==> src/rtl/aux_req_pkg.sv <==
`timescale 1ns/1ps
package aux_req_pkg;

    typedef enum logic [2:0] {
        KIND_NAT_WR   = 3'd0,
        KIND_NAT_RD   = 3'd1,
        KIND_I2C_WR   = 3'd2,
        KIND_I2C_RD   = 3'd3,
        KIND_I2C_ADDR = 3'd4
    } req_kind_e;

    typedef enum logic [2:0] {
        RES_OK      = 3'd0,
        RES_TIMEOUT = 3'd1,
        RES_IO      = 3'd2,
        RES_PROTO   = 3'd3,
        RES_REMOTE  = 3'd4,
        RES_BADREQ  = 3'd5
    } result_e;

    typedef enum logic [1:0] {
        LS_OK      = 2'd0,
        LS_TIMEOUT = 2'd1,
        LS_BUSY    = 2'd2,
        LS_ERROR   = 2'd3
    } link_status_e;

    typedef enum logic [1:0] {
        ACT_DONE,
        ACT_FAIL,
        ACT_RETRY,
        ACT_WAIT
    } action_e;

    // reply field codes, shared by the native and I2C fields
    localparam logic [1:0] RPL_ACK   = 2'd0;
    localparam logic [1:0] RPL_DEFER = 2'd2;

    // command nibbles
    localparam logic [3:0] CMD_NAT_WR = 4'h8;
    localparam logic [3:0] CMD_NAT_RD = 4'h9;
    localparam logic [3:0] CMD_I2C_WR = 4'h0;
    localparam logic [3:0] CMD_I2C_RD = 4'h1;
    localparam logic [3:0] CMD_MOT    = 4'h4;

    typedef struct packed {
        logic [7:0] len_byte;
        logic [7:0] cmd_byte;
        logic [7:0] addr_hi;
        logic [7:0] addr_lo;
    } aux_hdr_t;

    function automatic logic kind_is_native(logic [2:0] k);
        return (k == KIND_NAT_WR) || (k == KIND_NAT_RD);
    endfunction

    function automatic logic req_shape_ok(logic [2:0] k, int unsigned len,
                                          int unsigned max_payload);
        if (k > KIND_I2C_ADDR)
            return 1'b0;
        if (kind_is_native(k))
            return (len >= 1) && (len <= max_payload);
        return 1'b1;
    endfunction

endpackage

==> src/rtl/aux_hdr_build.sv <==
`timescale 1ns/1ps
module aux_hdr_build
    import aux_req_pkg::*;
#(
    parameter int LEN_W = 5,
    parameter int MSG_W = 5
) (
    input  logic [2:0]       kind,
    input  logic             stop,
    input  logic [15:0]      addr,
    input  logic [LEN_W-1:0] len,
    output aux_hdr_t         hdr,
    output logic [MSG_W-1:0] msg_len,
    output logic [LEN_W-1:0] recv_size
);

    logic [7:0] len8;
    logic [3:0] mot;

    assign len8 = 8'(len);
    assign mot  = stop ? 4'h0 : CMD_MOT;

    always_comb begin
        hdr.addr_lo = addr[7:0];
        hdr.addr_hi = addr[15:8];
        hdr.cmd_byte = 8'h00;
        hdr.len_byte = 8'h00;
        msg_len = MSG_W'(4);
        recv_size = '0;
        case (kind)
            KIND_NAT_WR: begin
                hdr.cmd_byte = {CMD_NAT_WR, 4'h0};
                hdr.len_byte = {4'(len8 + 8'd4), 4'(len8 - 8'd1)};
                msg_len = MSG_W'(len8 + 8'd4);
            end
            KIND_NAT_RD: begin
                hdr.cmd_byte = {CMD_NAT_RD, 4'h0};
                hdr.len_byte = {4'h4, 4'(len8 - 8'd1)};
                recv_size = len;
            end
            KIND_I2C_WR: begin
                hdr.cmd_byte = {CMD_I2C_WR | mot, 4'h0};
                hdr.len_byte = 8'h50;
                msg_len = MSG_W'(5);
                recv_size = LEN_W'(1);
            end
            KIND_I2C_RD: begin
                hdr.cmd_byte = {CMD_I2C_RD | mot, 4'h0};
                hdr.len_byte = 8'h40;
                recv_size = LEN_W'(1);
            end
            default: begin
                hdr.cmd_byte = {CMD_I2C_WR | mot, 4'h0};
                hdr.len_byte = 8'h30;
                recv_size = LEN_W'(1);
            end
        endcase
    end

endmodule

==> src/rtl/aux_reply_classify.sv <==
`timescale 1ns/1ps
module aux_reply_classify
    import aux_req_pkg::*;
(
    input  logic [2:0] kind,
    input  logic [1:0] status,
    input  logic [3:0] reply,
    input  logic       rx_zero,
    output action_e    act,
    output result_e    code
);

    logic [1:0] nat_fld;
    logic [1:0] i2c_fld;

    assign nat_fld = reply[1:0];
    assign i2c_fld = reply[3:2];

    always_comb begin
        act  = ACT_FAIL;
        code = RES_IO;
        case (link_status_e'(status))
            LS_TIMEOUT: code = RES_TIMEOUT;
            LS_ERROR:   code = RES_IO;
            LS_BUSY:    act  = ACT_RETRY;
            default: begin
                if (kind_is_native(kind)) begin
                    if (nat_fld == RPL_ACK)
                        act = ACT_DONE;
                    else if (nat_fld == RPL_DEFER)
                        act = ACT_WAIT;
                    else if ((kind == KIND_NAT_RD) && rx_zero)
                        code = RES_PROTO;
                end else begin
                    code = RES_REMOTE;
                    if (nat_fld == RPL_ACK) begin
                        if (i2c_fld == RPL_ACK)
                            act = ACT_DONE;
                        else if (i2c_fld == RPL_DEFER)
                            act = ACT_WAIT;
                    end else if (nat_fld == RPL_DEFER) begin
                        act = ACT_WAIT;
                    end
                end
            end
        endcase
    end

endmodule

==> src/rtl/aux_defer_timer.sv <==
`timescale 1ns/1ps
module aux_defer_timer #(
    parameter int CYCLES = 80000
) (
    input  logic clk,
    input  logic rst,
    input  logic load,
    input  logic run,
    output logic expired
);

    localparam int CW = (CYCLES < 2) ? 1 : $clog2(CYCLES + 1);

    logic [CW-1:0] cnt;

    always_ff @(posedge clk) begin
        if (rst)
            cnt <= '0;
        else if (load)
            cnt <= CW'(CYCLES - 1);
        else if (run && (cnt != '0))
            cnt <= cnt - 1'b1;
    end

    assign expired = (cnt == '0);

endmodule

==> src/rtl/aux_req_ctrl.sv <==
`timescale 1ns/1ps
module aux_req_ctrl
    import aux_req_pkg::*;
#(
    parameter int MAX_PAYLOAD  = 16,
    parameter int MAX_TRIES    = 4,
    parameter int DEFER_CYCLES = 80000,
    localparam int LEN_W = $clog2(MAX_PAYLOAD + 1),
    localparam int MSG_W = $clog2(MAX_PAYLOAD + 5),
    localparam int DW    = MAX_PAYLOAD * 8
) (
    input  logic             clk,
    input  logic             rst,
    input  logic             req_valid,
    output logic             req_ready,
    input  logic [2:0]       req_kind,
    input  logic             req_stop,
    input  logic [15:0]      req_addr,
    input  logic [LEN_W-1:0] req_len,
    input  logic [DW-1:0]    req_wdata,
    output logic             done,
    output logic [2:0]       result,
    output logic [LEN_W-1:0] rd_count,
    output logic [DW-1:0]    rd_data,
    output logic             txn_start,
    output logic [31:0]      txn_hdr,
    output logic [MSG_W-1:0] txn_msg_len,
    output logic [DW-1:0]    txn_wdata,
    input  logic             txn_done,
    input  logic [1:0]       txn_status,
    input  logic [3:0]       txn_reply,
    input  logic [LEN_W-1:0] txn_rx_count,
    input  logic [DW-1:0]    txn_rx_data
);

    localparam int TRY_W = $clog2(MAX_TRIES + 1);

    typedef enum logic [1:0] {S_IDLE, S_ISSUE, S_WAIT, S_DEFER} state_e;

    state_e           state;
    logic [2:0]       kind_q;
    logic             stop_q;
    logic [15:0]      addr_q;
    logic [LEN_W-1:0] len_q;
    logic [DW-1:0]    wdata_q;
    logic [TRY_W-1:0] tries_q;
    logic             done_q;
    result_e          result_q;
    logic [LEN_W-1:0] rd_count_q;
    logic [DW-1:0]    rd_data_q;

    aux_hdr_t         hdr;
    logic [LEN_W-1:0] recv_size;
    logic [LEN_W-1:0] clip_cnt;
    action_e          act;
    result_e          fail_code;
    result_e          spent_code;
    logic             last_try;
    logic             timer_load;
    logic             timer_expired;
    logic             req_ok;

    aux_hdr_build #(.LEN_W(LEN_W), .MSG_W(MSG_W)) u_hdr (
        .kind      (kind_q),
        .stop      (stop_q),
        .addr      (addr_q),
        .len       (len_q),
        .hdr       (hdr),
        .msg_len   (txn_msg_len),
        .recv_size (recv_size)
    );

    aux_reply_classify u_cls (
        .kind    (kind_q),
        .status  (txn_status),
        .reply   (txn_reply),
        .rx_zero (txn_rx_count == '0),
        .act     (act),
        .code    (fail_code)
    );

    aux_defer_timer #(.CYCLES(DEFER_CYCLES)) u_timer (
        .clk     (clk),
        .rst     (rst),
        .load    (timer_load),
        .run     (state == S_DEFER),
        .expired (timer_expired)
    );

    assign req_ok     = req_shape_ok(req_kind, 32'(req_len), MAX_PAYLOAD);
    assign last_try   = (tries_q == TRY_W'(MAX_TRIES));
    assign spent_code = kind_is_native(kind_q) ? RES_IO : RES_REMOTE;
    assign clip_cnt   = (txn_rx_count > recv_size) ? recv_size : txn_rx_count;
    assign timer_load = (state == S_WAIT) && txn_done && (act == ACT_WAIT) && !last_try;

    always_ff @(posedge clk) begin
        if (rst) begin
            state      <= S_IDLE;
            kind_q     <= KIND_NAT_WR;
            stop_q     <= 1'b0;
            addr_q     <= '0;
            len_q      <= '0;
            wdata_q    <= '0;
            tries_q    <= '0;
            done_q     <= 1'b0;
            result_q   <= RES_OK;
            rd_count_q <= '0;
            rd_data_q  <= '0;
        end else begin
            done_q <= 1'b0;
            case (state)
                S_IDLE: begin
                    if (req_valid) begin
                        kind_q  <= req_kind;
                        stop_q  <= req_stop;
                        addr_q  <= req_addr;
                        len_q   <= req_len;
                        wdata_q <= req_wdata;
                        tries_q <= '0;
                        if (req_ok) begin
                            state <= S_ISSUE;
                        end else begin
                            done_q     <= 1'b1;
                            result_q   <= RES_BADREQ;
                            rd_count_q <= '0;
                        end
                    end
                end
                S_ISSUE: begin
                    tries_q <= tries_q + 1'b1;
                    state   <= S_WAIT;
                end
                S_WAIT: begin
                    if (txn_done) begin
                        case (act)
                            ACT_DONE: begin
                                state      <= S_IDLE;
                                done_q     <= 1'b1;
                                result_q   <= RES_OK;
                                rd_count_q <= clip_cnt;
                                rd_data_q  <= txn_rx_data;
                            end
                            ACT_FAIL: begin
                                state      <= S_IDLE;
                                done_q     <= 1'b1;
                                result_q   <= fail_code;
                                rd_count_q <= '0;
                            end
                            default: begin
                                if (last_try) begin
                                    state      <= S_IDLE;
                                    done_q     <= 1'b1;
                                    result_q   <= spent_code;
                                    rd_count_q <= '0;
                                end else if (act == ACT_RETRY) begin
                                    state <= S_ISSUE;
                                end else begin
                                    state <= S_DEFER;
                                end
                            end
                        endcase
                    end
                end
                default: begin
                    if (timer_expired)
                        state <= S_ISSUE;
                end
            endcase
        end
    end

    assign req_ready = (state == S_IDLE);
    assign txn_start = (state == S_ISSUE);
    assign txn_hdr   = hdr;
    assign txn_wdata = wdata_q;
    assign done      = done_q;
    assign result    = result_q;
    assign rd_count  = rd_count_q;
    assign rd_data   = rd_data_q;

endmodule

==> config.mk <==
export PLATFORM = sky130hd
export DESIGN_NAME = aux_req_ctrl
export DESIGN_NICKNAME = d
export VERILOG_FILES = /design/src/rtl/aux_req_pkg.sv /design/src/rtl/aux_hdr_build.sv /design/src/rtl/aux_reply_classify.sv /design/src/rtl/aux_defer_timer.sv /design/src/rtl/aux_req_ctrl.sv
export SDC_FILE = /design/constraint.sdc
export NUM_CORES = 1
export LEC_CHECK = 0
export ABC_AREA = 1
export BUFFER_PORTS_ARGS = -buffer_cell sky130_fd_sc_hd__buf_2
export CORE_AREA = 2 2 230 232
export CTS_CLUSTER_DIAMETER = 80
export DETAILED_ROUTE_END_ITERATION = 7
export DIE_AREA = 0 0 232 234
export PLACE_DENSITY_LB_ADDON = 0.3
export SYNTH_ARGS = -nofsm -noshare
export SYNTH_HDL_FRONTEND = slang
export SYNTH_SLANG_ARGS = --single-unit
export TNS_END_PERCENT = 100
==> constraint.sdc <==
create_clock -name clk -period 5.3 [get_ports clk]
set_clock_uncertainty 0.2 [all_clocks]
set_input_delay 0.265 -clock clk [delete_from_list [all_inputs] [get_ports clk]]
set_output_delay 0.265 -clock clk [all_outputs]
set_load 0.01 [all_outputs]
==> metrics.txt <==
status finished clean; Critical Path RT 5570 ps; TritonRoute pass-1 iters 5; Worst path most repeated cell nor2_1; minimum clock period after layout 2860 ps; I/O pins 600; Final Non-Filler Cells 3163; crit path kind reg2reg; Gate Count Post-Synth 1615; Die W 232 um; maximum clock insertion buffer count 3; most common cell after layout, fill and taps aside nor2_1; Worst path slowest cell buf_4; area grow syn2layout 62.4%; top_reg_cell synth dfxtp_1; vias per cell 4.31; largest net degree at the start of global routing 136; Mapped Area 0.0121 mm2; Slew HR 40.2%; filler instances 5334; core footprint 0.0520 mm2; Mapped Avg Cell Area 7.48 um2; critical path arrival 3130 ps; multi-input logic area 0.00504 mm2; Clock Tree Root clkbuf_16; Worst-path clk slew 60 ps; unrepaired setup endpoints after global routing false; LEAKAGE 9.81 nW; CP Capture Type register; ANT nets after route 0; Die ar. 0.0543 mm2; VDD IR max 240 uV; min-delay worst type in2reg; GRT overflow 0; crit-path cells inv_1, ha_1, nand2_1, nor3_4, inv_4, buf_4, nor2_1, nor2_1; depth of the CTS H-tree 2; DR WL/cell 14.6 um; Hold Violations, Final 0; Worst path top cell family by delay buffers and inverters; CTS sink cnt 312; DRC marker count from the first detailed-route iteration 708; setup_tns 0 ps; FF/Latch Area 0.00625 mm2; GPL Wtd Cong 0.851; final number of setup-violating endpoints 0; routed vias 13600; CTS tree done; routed wire length 46000 um; Max-Cap Viols 0; sum of buffers and inverters on the critical path 3; Peak Freq 349 MHz; number of global-route vias before repair 12900; Residual DRC 0; Seq/Total Area, Yosys 51.7%; antenna violations before repair 7; CTS resizes 0; std cell rows 84; placed insts 2804; worst hold slack 37.7 ps; input/output buffers 594; Nets 2754; EDFF count, synth 0; most frequent cells in the layout nor2_1, buf_2, dfxtp_1, dlygate4sd3_1, o21ai_0; Worst-Margin Slew 898 ps; DPL Wire Length 31300 um; Yosys warnings 0; register bit count reported by yosys 312; total CTS buffers 38; crit start category register; fin crit share 54.0%; maximum fanout along the worst path 68; Initial Utilization 23.2%; CP peak stage delay 670 ps; share of cells above drive strength 1 27.3%; Cell variety after synth 33; GRT Overall Usage 15.7%; first-pass GRT wire length 68600 um; worst skew pair latency 530 ps; Slew Viols, Final 0; post-synthesis async set-or-reset flop share 0%; pwr dens 396 mW/mm2; die height 234 um
[stage by stage]
stage / instance area, um2 / utilization [%] / setup slack, ps / total power, mW
finish: 19600 / 37.7 / 2440 / 7.76
floorplan: 12100 / - / 3050 / 4.14
detailed placement: 15400 / 29.7 / 2450 / 5.00
global placement: 15400 / 29.7 / 2530 / 4.97
global route: 19600 / 37.7 / 2150 / 8.24
CTS: 19600 / 37.7 / 2430 / 7.85
[what timing repair did]
item / 4_1_cts / 5_1_grt
setup buffers: 0 / 0
hold buffers: 287 / 0
endpoints found under the setup margin: 0 / 0
hold endpoints to repair: 295 / 0
[worst register-to-register path, delay by kind of cell, from the launching register on]
family                     cells  cell delay [ps]
adders and majority gates      1              310
buffers and inverters          3             1240
DFF                            1              390
and+or+nand+nor                4              660
[state kept, by name (all words and copies together) (netlist names)]
signal	cells
tries_q	3
kind_q	3
len_q	5
done	1
result	3
stop_q	1
txn_wdata	128
rd_data	128
state	2
addr_q	16
rd_count	5
u_timer.cnt	17
[per-layer routing]
metal  up-vias  track usage [%]  part of all wire [%]
met4         4             7.45                   4.2
li1       6811                -                     -
met3       110             4.32                   7.1
met5         -                0                 0.059
met1      6236             19.1                    42
met2       487             25.6                    47
[synthesized netlist by cell type, types with 3 or more instances]
master    count  share of area, %
clkbuf_1     63               2.0
nor2_1      627                19
a21oi_1      28               1.2
dfxtp_1     312                52
nand3b_1      4              0.25
a31oi_1       3              0.16
xor2_1        4              0.29
nand2_1     103               3.2
o21ai_1      46               1.9
nand4_1       8              0.41
buf_2         5              0.21
o21ai_0     257                11
nand3_1      19              0.79
xnor2_1       6              0.44
ha_1         15               1.6
inv_2         4              0.12
inv_1        56               1.7
buf_4        16              0.99
nor3_1        4              0.17
buf_6        17               1.6
[final timing paths]
path / from / end / slack, ps / depth (start not counted)
setup reg to reg: state[0] / rd_data[20] / 2440 / 8
hold reg to reg: tries_q[2] / tries_q[2] / 270 / 1
hold / removal: txn_rx_count[0] / rd_count[0] / 40 / 7
setup / recovery: state[0] / rd_data[20] / 2440 / 8
[cell families (layout without fill, tap and decap cells)]
family / count (synthesis) / in the layout / synth area share [%]
fa+ha+maj: 15 / 15 / 1.55
buf+inv: 164 / 1014 / 6.70
xor+xnor: 10 / 10 / 0.725
simple gates: 777 / 777 / 25.3
other cells: 1 / 11 / 0.0310
compound gates: 336 / 336 / 14.0
flops: 312 / 312 / 51.7
[power breakdown]
part	switching [mW]	internal (mW)	leakage, nW
clock network	1.03	1.61	0.624
registers	0.193	2.71	2.55
logic	1.36	0.853	6.63
[final cells by class]
cell class | count | area share (%)
Sequential cell | 312 | 31.9
Timing Repair Buffer | 887 | 30.2
Multi-Input combinational cell | 1143 | 25.7
Clock buffer | 56 | 5.88
Tap cell | 688 | 4.39
Inverter | 61 | 1.22
Clock inverter | 10 | 0.632
Antenna cell | 6 | 0.0766
(Power assumes the default switching activity.)
